### src/rtl/rxq_pkg.sv
package rxq_pkg;

    localparam int CHAR_W  = 8;
    localparam int REG_W   = 16;

    typedef enum logic {
        SEL_DATA = 1'b0,
        SEL_STAT = 1'b1
    } reg_sel_e;

    typedef struct packed {
        logic     rd;
        logic     wr;
        reg_sel_e sel;
        logic     wbit0;
    } bus_req_t;

    function automatic logic [REG_W-1:0] status_word(input logic ovr);
        return {{(REG_W-1){1'b0}}, ovr};
    endfunction

    function automatic logic [REG_W-1:0] data_word(input logic [CHAR_W-1:0] b,
                                                   input logic             valid);
        return valid ? {{(REG_W-CHAR_W){1'b0}}, b} : '0;
    endfunction

endpackage

### src/rtl/rxq_store.sv
module rxq_store #(
    parameter int DEPTH  = 64,
    parameter int WIDTH  = 8,
    localparam int AW    = $clog2(DEPTH),
    localparam int CW    = $clog2(DEPTH + 1)
) (
    input  logic             clk,
    input  logic             rst,
    input  logic             push_req_i,
    input  logic [WIDTH-1:0] data_i,
    input  logic             pop_req_i,
    output logic [WIDTH-1:0] head_o,
    output logic             empty_o,
    output logic             full_o,
    output logic [CW-1:0]    count_o
);

    logic [WIDTH-1:0] mem [DEPTH];
    logic [AW-1:0]    wr_ptr, rd_ptr;
    logic [CW-1:0]    count_q;
    logic             pop_take, push_take;

    assign empty_o   = (count_q == '0);
    assign full_o    = (count_q == CW'(DEPTH));
    assign pop_take  = pop_req_i && !empty_o;
    assign push_take = push_req_i && (!full_o || pop_take);
    assign head_o    = mem[rd_ptr];
    assign count_o   = count_q;

    always_ff @(posedge clk) begin
        if (rst) begin
            wr_ptr  <= '0;
            rd_ptr  <= '0;
            count_q <= '0;
        end else begin
            if (push_take) wr_ptr <= wr_ptr + 1'b1;
            if (pop_take)  rd_ptr <= rd_ptr + 1'b1;
            case ({push_take, pop_take})
                2'b10:   count_q <= count_q + 1'b1;
                2'b01:   count_q <= count_q - 1'b1;
                default: count_q <= count_q;
            endcase
        end
    end

    always_ff @(posedge clk) begin
        if (push_take) mem[wr_ptr] <= data_i;
    end

    AST_NO_OVERFLOW: assert property (@(posedge clk) disable iff (rst)
        count_q <= CW'(DEPTH));

    AST_EMPTY_POP_HOLDS: assert property (@(posedge clk) disable iff (rst)
        (pop_req_i && empty_o) |=> (rd_ptr == $past(rd_ptr)));

    AST_FULL_STAYS_FULL: assert property (@(posedge clk) disable iff (rst)
        (full_o && !pop_req_i) |=> (count_q == CW'(DEPTH)));

endmodule

### src/rtl/rxq_ovr_flag.sv
module rxq_ovr_flag (
    input  logic clk,
    input  logic rst,
    input  logic soft_rst,
    input  logic set_i,
    input  logic stat_rd_i,
    input  logic stat_wr_i,
    input  logic wbit0_i,
    output logic flag_o
);

    logic flag_q, armed_q, clear_ok;

    assign clear_ok = stat_wr_i && !wbit0_i && armed_q;
    assign flag_o   = flag_q;

    always_ff @(posedge clk) begin
        if (rst || soft_rst) begin
            flag_q  <= 1'b0;
            armed_q <= 1'b0;
        end else begin
            if (set_i)         flag_q <= 1'b1;
            else if (clear_ok) flag_q <= 1'b0;

            if (stat_wr_i)                armed_q <= 1'b0;
            else if (stat_rd_i && flag_q) armed_q <= 1'b1;
        end
    end

    AST_CLEAR_NEEDS_ARM: assert property (@(posedge clk) disable iff (rst || soft_rst)
        $fell(flag_q) |-> ($past(armed_q) || $past(soft_rst)));

    AST_ARM_NEEDS_FLAG: assert property (@(posedge clk) disable iff (rst || soft_rst)
        $rose(armed_q) |-> $past(flag_q));

endmodule

### src/rtl/rxq_top.sv
module rxq_top #(
    parameter int DEPTH = 64,
    localparam int CW   = $clog2(DEPTH + 1)
) (
    input  logic          clk,
    input  logic          rst,
    input  logic          soft_rst,
    input  logic          rx_en,
    input  logic          rx_valid,
    input  logic [7:0]    rx_data,
    input  logic          reg_sel,
    input  logic          rd_en,
    input  logic          wr_en,
    input  logic [15:0]   wr_data,
    output logic [15:0]   rd_data,
    output logic [CW-1:0] fill_count
);
    import rxq_pkg::*;

    bus_req_t             req;
    logic                 ovr_flag, accept, ovr_event, pop_req;
    logic                 empty, full;
    logic [CHAR_W-1:0]    head;
    logic                 unused_wr_hi;

    assign req.rd    = rd_en;
    assign req.wr    = wr_en;
    assign req.sel   = reg_sel_e'(reg_sel);
    assign req.wbit0 = wr_data[0];
    assign unused_wr_hi = ^wr_data[15:1];

    assign pop_req   = req.rd && (req.sel == SEL_DATA);
    assign accept    = rx_valid && rx_en && !ovr_flag;
    assign ovr_event = accept && full && !pop_req;

    rxq_store #(.DEPTH(DEPTH), .WIDTH(CHAR_W)) u_store (
        .clk        (clk),
        .rst        (rst),
        .push_req_i (accept),
        .data_i     (rx_data),
        .pop_req_i  (pop_req),
        .head_o     (head),
        .empty_o    (empty),
        .full_o     (full),
        .count_o    (fill_count)
    );

    rxq_ovr_flag u_flag (
        .clk       (clk),
        .rst       (rst),
        .soft_rst  (soft_rst),
        .set_i     (ovr_event),
        .stat_rd_i (req.rd && (req.sel == SEL_STAT)),
        .stat_wr_i (req.wr && (req.sel == SEL_STAT)),
        .wbit0_i   (req.wbit0),
        .flag_o    (ovr_flag)
    );

    always_comb begin
        if (req.sel == SEL_STAT) rd_data = status_word(ovr_flag);
        else                     rd_data = data_word(head, !empty);
    end

    AST_BLOCKED_WHILE_FLAG: assert property (@(posedge clk) disable iff (rst)
        (ovr_flag && !(pop_req && !empty)) |=> (fill_count == $past(fill_count)));

    AST_RX_OFF_KEEPS_FLAG: assert property (@(posedge clk) disable iff (rst)
        (!rx_en && !soft_rst && !(wr_en && reg_sel)) |=> (ovr_flag == $past(ovr_flag)));

    AST_STATUS_UPPER_ZERO: assert property (@(posedge clk) disable iff (rst)
        reg_sel |-> (rd_data[15:1] == '0));

endmodule

### config.mk
export PLATFORM = sky130hd
export DESIGN_NAME = rxq_top
export DESIGN_NICKNAME = d
export VERILOG_FILES = /design/src/rtl/rxq_pkg.sv /design/src/rtl/rxq_store.sv /design/src/rtl/rxq_ovr_flag.sv /design/src/rtl/rxq_top.sv
export SDC_FILE = /design/constraint.sdc
export NUM_CORES = 1
export LEC_CHECK = 0
export BUFFER_PORTS_ARGS = -buffer_cell sky130_fd_sc_hd__buf_4
export CORE_ASPECT_RATIO = 0.8
export CORE_MARGIN = 3
export CORE_UTILIZATION = 35
export DETAILED_ROUTE_END_ITERATION = 6
export SYNTH_ARGS = -nofsm -noshare
export SYNTH_HDL_FRONTEND = slang
export SYNTH_SLANG_ARGS = --single-unit
### constraint.sdc
create_clock -name clk -period 3.5 [get_ports clk]
set_input_delay 0.7 -clock clk [delete_from_list [all_inputs] [get_ports clk]]
set_output_delay 0.7 -clock clk [all_outputs]
set_load 0.01 [all_outputs]
Yosys cells after proc, flatten, opt, wreduce, memory -nomap -nowiden:

Memory sizes are Yosys's and may differ from the RTL's. A register that Yosys moved wholly into a read port is not among the register bits.
Index checks and enable logic that the tools add are counted.

* register bits: 21
* latch bits: 0
* bits in writable memories: 512
* bits in read-only memories: 0
* input bits: 32
* output and inout port bits: 23
* word-level logic and storage cells: 46
* memories kept: 1

* add/sub/neg operators: 4
* multiply operators: 0
* divide/modulo/power cells: 0
* order comparisons: 0
* eq/ne operators: 3
* shift-type cells: 0
* muxes and demuxes: 9
* bitwise logic cells: 1
* reductions and logical operators: 23

Memories
* u_store.mem: words 64, bits a word 8, rd ports 1, clocked after Yosys merged registers in 1, wr ports 1, RTL line rxq_store.sv:18 `logic [WIDTH-1:0] mem [DEPTH];`

Operator list (count)
* $mux W16: 1
* $pmux W7 S2: 1
* $add A6 B1 Y6 const B: 2
* $logic_and A1 B1 Y1: 12
* $mux W6: 2
* $mux W8: 1
* $add A7 B1 Y7 const B: 1
* $eq A7 B7 Y1 const B: 1
* $logic_not A7 Y1: 1
* $sub A7 B1 Y7 const B: 1
* $logic_not A1 Y1: 5
* $mux W1: 4
* $reduce_bool A2 Y1: 2
* $eq A2 B1 Y1 const B: 1
* $eq A2 B2 Y1 const B: 1
* $logic_or A1 B1 Y1: 2
* $reduce_or A2 Y1: 1
* $not A1 Y1: 1

Longest topological paths before layout:

* word-level depth: 7
* mapped depth: 10
* depth with buffers taken out: 9

Hierarchy:

From an unflattened synthesis, not the netlist that was laid out.

* cells, all modules: 1081
* area, all modules: 21328.0 sq um

Modules (own cells, without submodules)
* rxq_store: instances 1, cells an instance 1051, area an instance 21084.0 sq um, sequential area each 15875.2 sq um
* rxq_top: instances 1, cells an instance 23, area an instance 163.9 sq um, sequential area each 0.0 sq um
* rxq_ovr_flag: instances 1, cells an instance 7, area an instance 80.1 sq um, sequential area each 40.0 sq um

Worst setup path before layout:

Ideal clock, no wire load.

* path type: input to register
* start point: input port reg_sel
* end point: memory u_store.mem[59][0] (enable)
* setup time: 0.370 ns
* arrival: 2.250 ns
* required time: 3.130 ns
* setup slack: 0.879 ns
* stages: 6
* buffers on the path: 1
* cell sequence: clkbuf_1 -> nor2b_1 -> nor4_1 -> nor3_1 -> nand3_1 -> nor2_1

* word-level cells in the longest chain between the ends: 7

Ends and longest elaborated chain
* start: declaration: RTL line rxq_top.sv:11 `input logic reg_sel,`
* $not A1 Y1: RTL line rxq_top.sv:32 `assign pop_req = req.rd && (req.sel == SEL_DATA);`
* $logic_and A1 B1 Y1: RTL line rxq_top.sv:32
* $logic_and A1 B1 Y1: RTL line rxq_store.sv:25 `assign pop_take = pop_req_i && !empty_o;`
* $logic_or A1 B1 Y1: RTL line rxq_store.sv:26 `assign push_take = push_req_i && (!full_o || pop_take);`
* $logic_and A1 B1 Y1: RTL line rxq_store.sv:26
* $mux W1: RTL line rxq_store.sv:47 `if (push_take) mem[wr_ptr] <= data_i;`
* $mux W1 (implied by the code): RTL line rxq_store.sv:47
* end: declaration: RTL line rxq_store.sv:18

No other way between the ends.

==> reports/qor_table.md <==
| Item | This run | Unit |
|:---|:---|:---|
| Share of synthesized area occupied by flip-flops and latches | 0.758 | - |
| Largest fanout on the critical path | 8 | - |
| R2R Path End | u_store.mem[43][3] | - |
| Worst IR drop on VDD | 0.439 | mV |
| Type of origin of the critical path | flip-flop | - |
| DP Area | 22,700 | um^2 |
| Worst clock skew | 0.0126 | ns |
| Leading post-synthesis cells by cell area | sky130_fd_sc_hd__edfxtp_1, sky130_fd_sc_hd__mux4_2, sky130_fd_sc_hd__dfxtp_1, sky130_fd_sc_hd__a22oi_1, sky130_fd_sc_hd__nor2_1 | - |
| Initial drt markers | 1,167 | - |
| Global router's overall resource usage | 0.153 | - |
| Outcome | complete, but fails checks | - |
| Count of final setup violators | 7 | - |
| Measured slew at the worst slew-check pin | 1.05 | ns |
| Routed length per placed instance | 24.5 | um |
| Wire length of the first global-routing pass | 71,000 | um |
| Number of antenna violations at the first check in global routing | 0 | - |
| Number of synthesized flops with an enable pin | 512 | - |
| Switching power of the nets | 3.32 | mW |
| Depth of the CTS H-tree | 2 | - |
| Max-slew violation total from the final report | 0 | - |
| Number of nets with antenna violations after routing | 0 | - |
| Data required time of the critical path | 2.80 | ns |
| Die extent in x | 280 | um |
| Kind of end point of the critical path | primary output | - |
| Reg area | 15,900 | um^2 |
| Post-layout total power | 14.3 | mW |
| Power density over the cells | 570 | nW/um^2 |
| Count of mapped cells out of synthesis | 1,035 | - |
| Total non-filler cell area in the finished layout | 25,200 | um^2 |
| Clock tree root driver cell | sky130_fd_sc_hd__clkbuf_16 | - |
| Vias per inst | 5.39 | - |
| Hold Path Stages | 2 | - |
| Initial cell density of the core | 0.357 | - |
| Part of the power in combinational logic | 0.134 | - |
| Sum Neg Setup Slack | -0.384 | ns |
| Number of DRC violations after detailed routing | 0 | - |
| Remaining global-route overflow | 0 | - |
| Drt total wl | 48,900 | um |
| Number of global-route vias before repair | 10,800 | - |
| Number of fillers in the final layout | 5,094 | - |
| Worst hold path type | in -> reg | - |
| Standard-cell rows | 79 | - |
| Critical setup path kind | reg -> out | - |
| Synth-to-Final Area Change | 20.0 | % |
| Yosys reg bits | 539 | - |
| Core box area | 58,700 | um^2 |
| DR vias | 10,800 | - |
| Top achievable clock speed | 278 | MHz |
| Die Ht | 225 | um |
| Hold endpoint | u_flag.flag_o | - |
| Clk_lat worst skew | 0.57 | ns |
| Length in cells of the worst reg-to-reg path | 7 | - |
| Proportion of layout cells with a drive suffix above 1 | 0.362 | - |
| Number of library cell types mapped by synthesis | 58 | - |
| Number of input and output port buffers inserted | 31 | - |
| Multi-input gate area | 5250 | um^2 |
| Final hold violation count | 0 | - |
| Portion of total power attributed to sequential cells | 0.499 | - |
| Worst-case register-to-register setup slack | 0.45 | ns |
| TritonRoute pass-1 iters | 5 | - |
| Ys async rst share | 0 | - |
| Share of the clock period used by the worst path | 1.03 | - |
| Count of maximum capacitance violations | 0 | - |
| Lkg Pwr | 7.81 | nW |
| Average footprint of a synthesized cell | 20.3 | um^2 |
| Final critical-path setup slack | -0.0939 | ns |
| Number of top-level pins | 55 | - |
| Estimated wirelength of the detail-placed design | 28,700 | um |
| Final Core Density | 0.429 | - |
| Worst setup timing slack at the placement stage | 0.138 | ns |
| Startpoint of the lowest-slack register-to-register path | u_store.count_o[3] | - |
| Mapped Area | 21,000 | um^2 |
| Total clock buffers created by CTS | 49 | - |
| Violations in the final reports | negative setup slack | - |
| Critical Path AT | 2.89 | ns |
| Largest net degree at the start of global routing | 65 | - |
| Share of total power consumed by net switching | 0.231 | - |
| Final layout net count | 1,222 | - |
| Clock sinks | 539 | - |
| RSZ-0062 raised after global routing | true | - |
| Worst hold start | soft_rst | - |
| Clk network pwr share | 0.367 | - |
| Maximum count of clock buffers along a single path | 3 | - |
| Top-area cell type share of the netlist area | 0.733 | - |
| Shortest clock period the worst path allows after layout | 3.59 | ns |
| Floorplan die area | 63,000 | um^2 |
| Gp weighted congestion | 0.807 | - |
| TritonCTS clock tree | yes | - |
| Internal Power | 11.0 | mW |
| Clock transition at path regs | 0.06 | ns |
| Dominant synthesized flop cell | sky130_fd_sc_hd__edfxtp_1 | - |
| Yosys warns | 0 | - |
| Rel. slew slack | 0.292 | - |
| Cell accounting for the most synthesized area | sky130_fd_sc_hd__edfxtp_1 | - |
per-layer routing:
layer	share of wire	GRT usage	vias to the layer above
li1	-	-	4615
met1	0.47	0.234	5736
met2	0.44	0.225	366
met3	0.071	0.0352	55
met4	0.015	0.0276	0
met5	0	0	-
registers in the layout, summed over array words and instances, names as in the netlist, named ones only:
signal / count
u_store.wr_ptr: 6
u_flag.flag_o: 1
u_flag.armed_q: 1
u_store.rd_ptr: 6
u_store.count_o: 7
u_store.mem: 512
area by class of cell:
class	count	share of cell area
diodes	1	0.0000994
clock buffers	71	0.0532
clock inverters	20	0.00894
inverters	2	0.000298
multi-input cells	439	0.208
flip-flops and latches	539	0.632
well taps	769	0.0382
repair buffers	156	0.0587
cells by family (layout without fill, tap and decap cells):
kind of cell	after synthesis	in the layout	share of synthesized area
and+or+nand+nor	175	175	0.0394
AOI/OAI and AO/OA	109	109	0.0416
muxes	135	135	0.141
other	1	9	0.000179
adders and majority gates	3	3	0.00179
buffers and inverters	64	249	0.0144
DFF	539	539	0.758
xor gates and xnor gates	9	9	0.00376
synthesized netlist by cell type (7+ instances only):
master,number
sky130_fd_sc_hd__edfxtp_1,512
sky130_fd_sc_hd__mux4_2,127
sky130_fd_sc_hd__nor2_1,85
sky130_fd_sc_hd__a22oi_1,44
sky130_fd_sc_hd__nand2_1,37
sky130_fd_sc_hd__dfxtp_1,27
sky130_fd_sc_hd__clkbuf_1,23
sky130_fd_sc_hd__buf_2,19
sky130_fd_sc_hd__a221oi_1,14
sky130_fd_sc_hd__a22o_1,14
sky130_fd_sc_hd__buf_1,11
sky130_fd_sc_hd__nor3_1,10
sky130_fd_sc_hd__buf_4,8
sky130_fd_sc_hd__nor2b_1,7
sky130_fd_sc_hd__o221ai_1,7
through the flow:
step	std cells	hold WS (ns)
finish	1997	0.310
global route	1996	0.295
CTS	1980	0.288
detailed placement	1873	0.486
global placement	1873	0.476
floorplan	1042	0.468
power by group through the flow:
| stage | logic [mW] | registers, mW | clock network (mW) |
|---|---|---|---|
| 2_1_floorplan | 0.982 | 7.26 | 0 |
| 3_3_place_gp | 1.52 | 7.28 | 0 |
| 3_5_place_dp | 1.53 | 7.28 | 0 |
| 4_1_cts | 1.81 | 7.15 | 5.36 |
| 5_1_grt | 2.06 | 7.16 | 5.64 |
| 6_report | 1.93 | 7.15 | 5.27 |
how the worst max path moves through the flow:
stage | endpoint | slack [ns] | cells past startpoint
finish | rd_data[5] | -0.09 | 9
detailed placement | rd_data[6] | 0.14 | 7
CTS | rd_data[6] | -0.13 | 8
floorplan | u_store.mem[59][0] | 0.88 | 6
global placement | rd_data[6] | 0.14 | 7
global route | rd_data[5] | -0.17 | 9
timing repair:
action | 4_1_cts | 5_1_grt
resized for setup | 65 | 39
gates cloned | 4 | 3
pin swaps | 16 | 19
setup endpoints to repair | 8 | 8
hold buffers | 0 | 0
buffers inserted | 12 | 15
worst max-delay path: stages, from the launching register on:
cell	delay [ns]
sky130_fd_sc_hd__dfxtp_4	0.50
sky130_fd_sc_hd__buf_6	0.17
sky130_fd_sc_hd__buf_16	0.14
sky130_fd_sc_hd__buf_4	0.12
sky130_fd_sc_hd__mux4_2	0.48
sky130_fd_sc_hd__a22oi_1	0.19
sky130_fd_sc_hd__nand2_1	0.12
sky130_fd_sc_hd__a22oi_2	0.28
sky130_fd_sc_hd__o221ai_1	0.16
sky130_fd_sc_hd__buf_4	0.17
layout by cell type, fill, tap and decap left out, drive strengths merged, types with 8 or more instances in the layout:
cell type  Yosys  final
buf           39    153
a22oi         44     44
a22o          14     14
nor3          10     10
mux4         127    127
nand2         37     37
edfxtp       512    512
clkinv         0     14
nor2          85     85
a221oi        14     14
dfxtp         27     27
clkbuf        23     74
conb           1      8
Power figures use the tool's default switching activity.
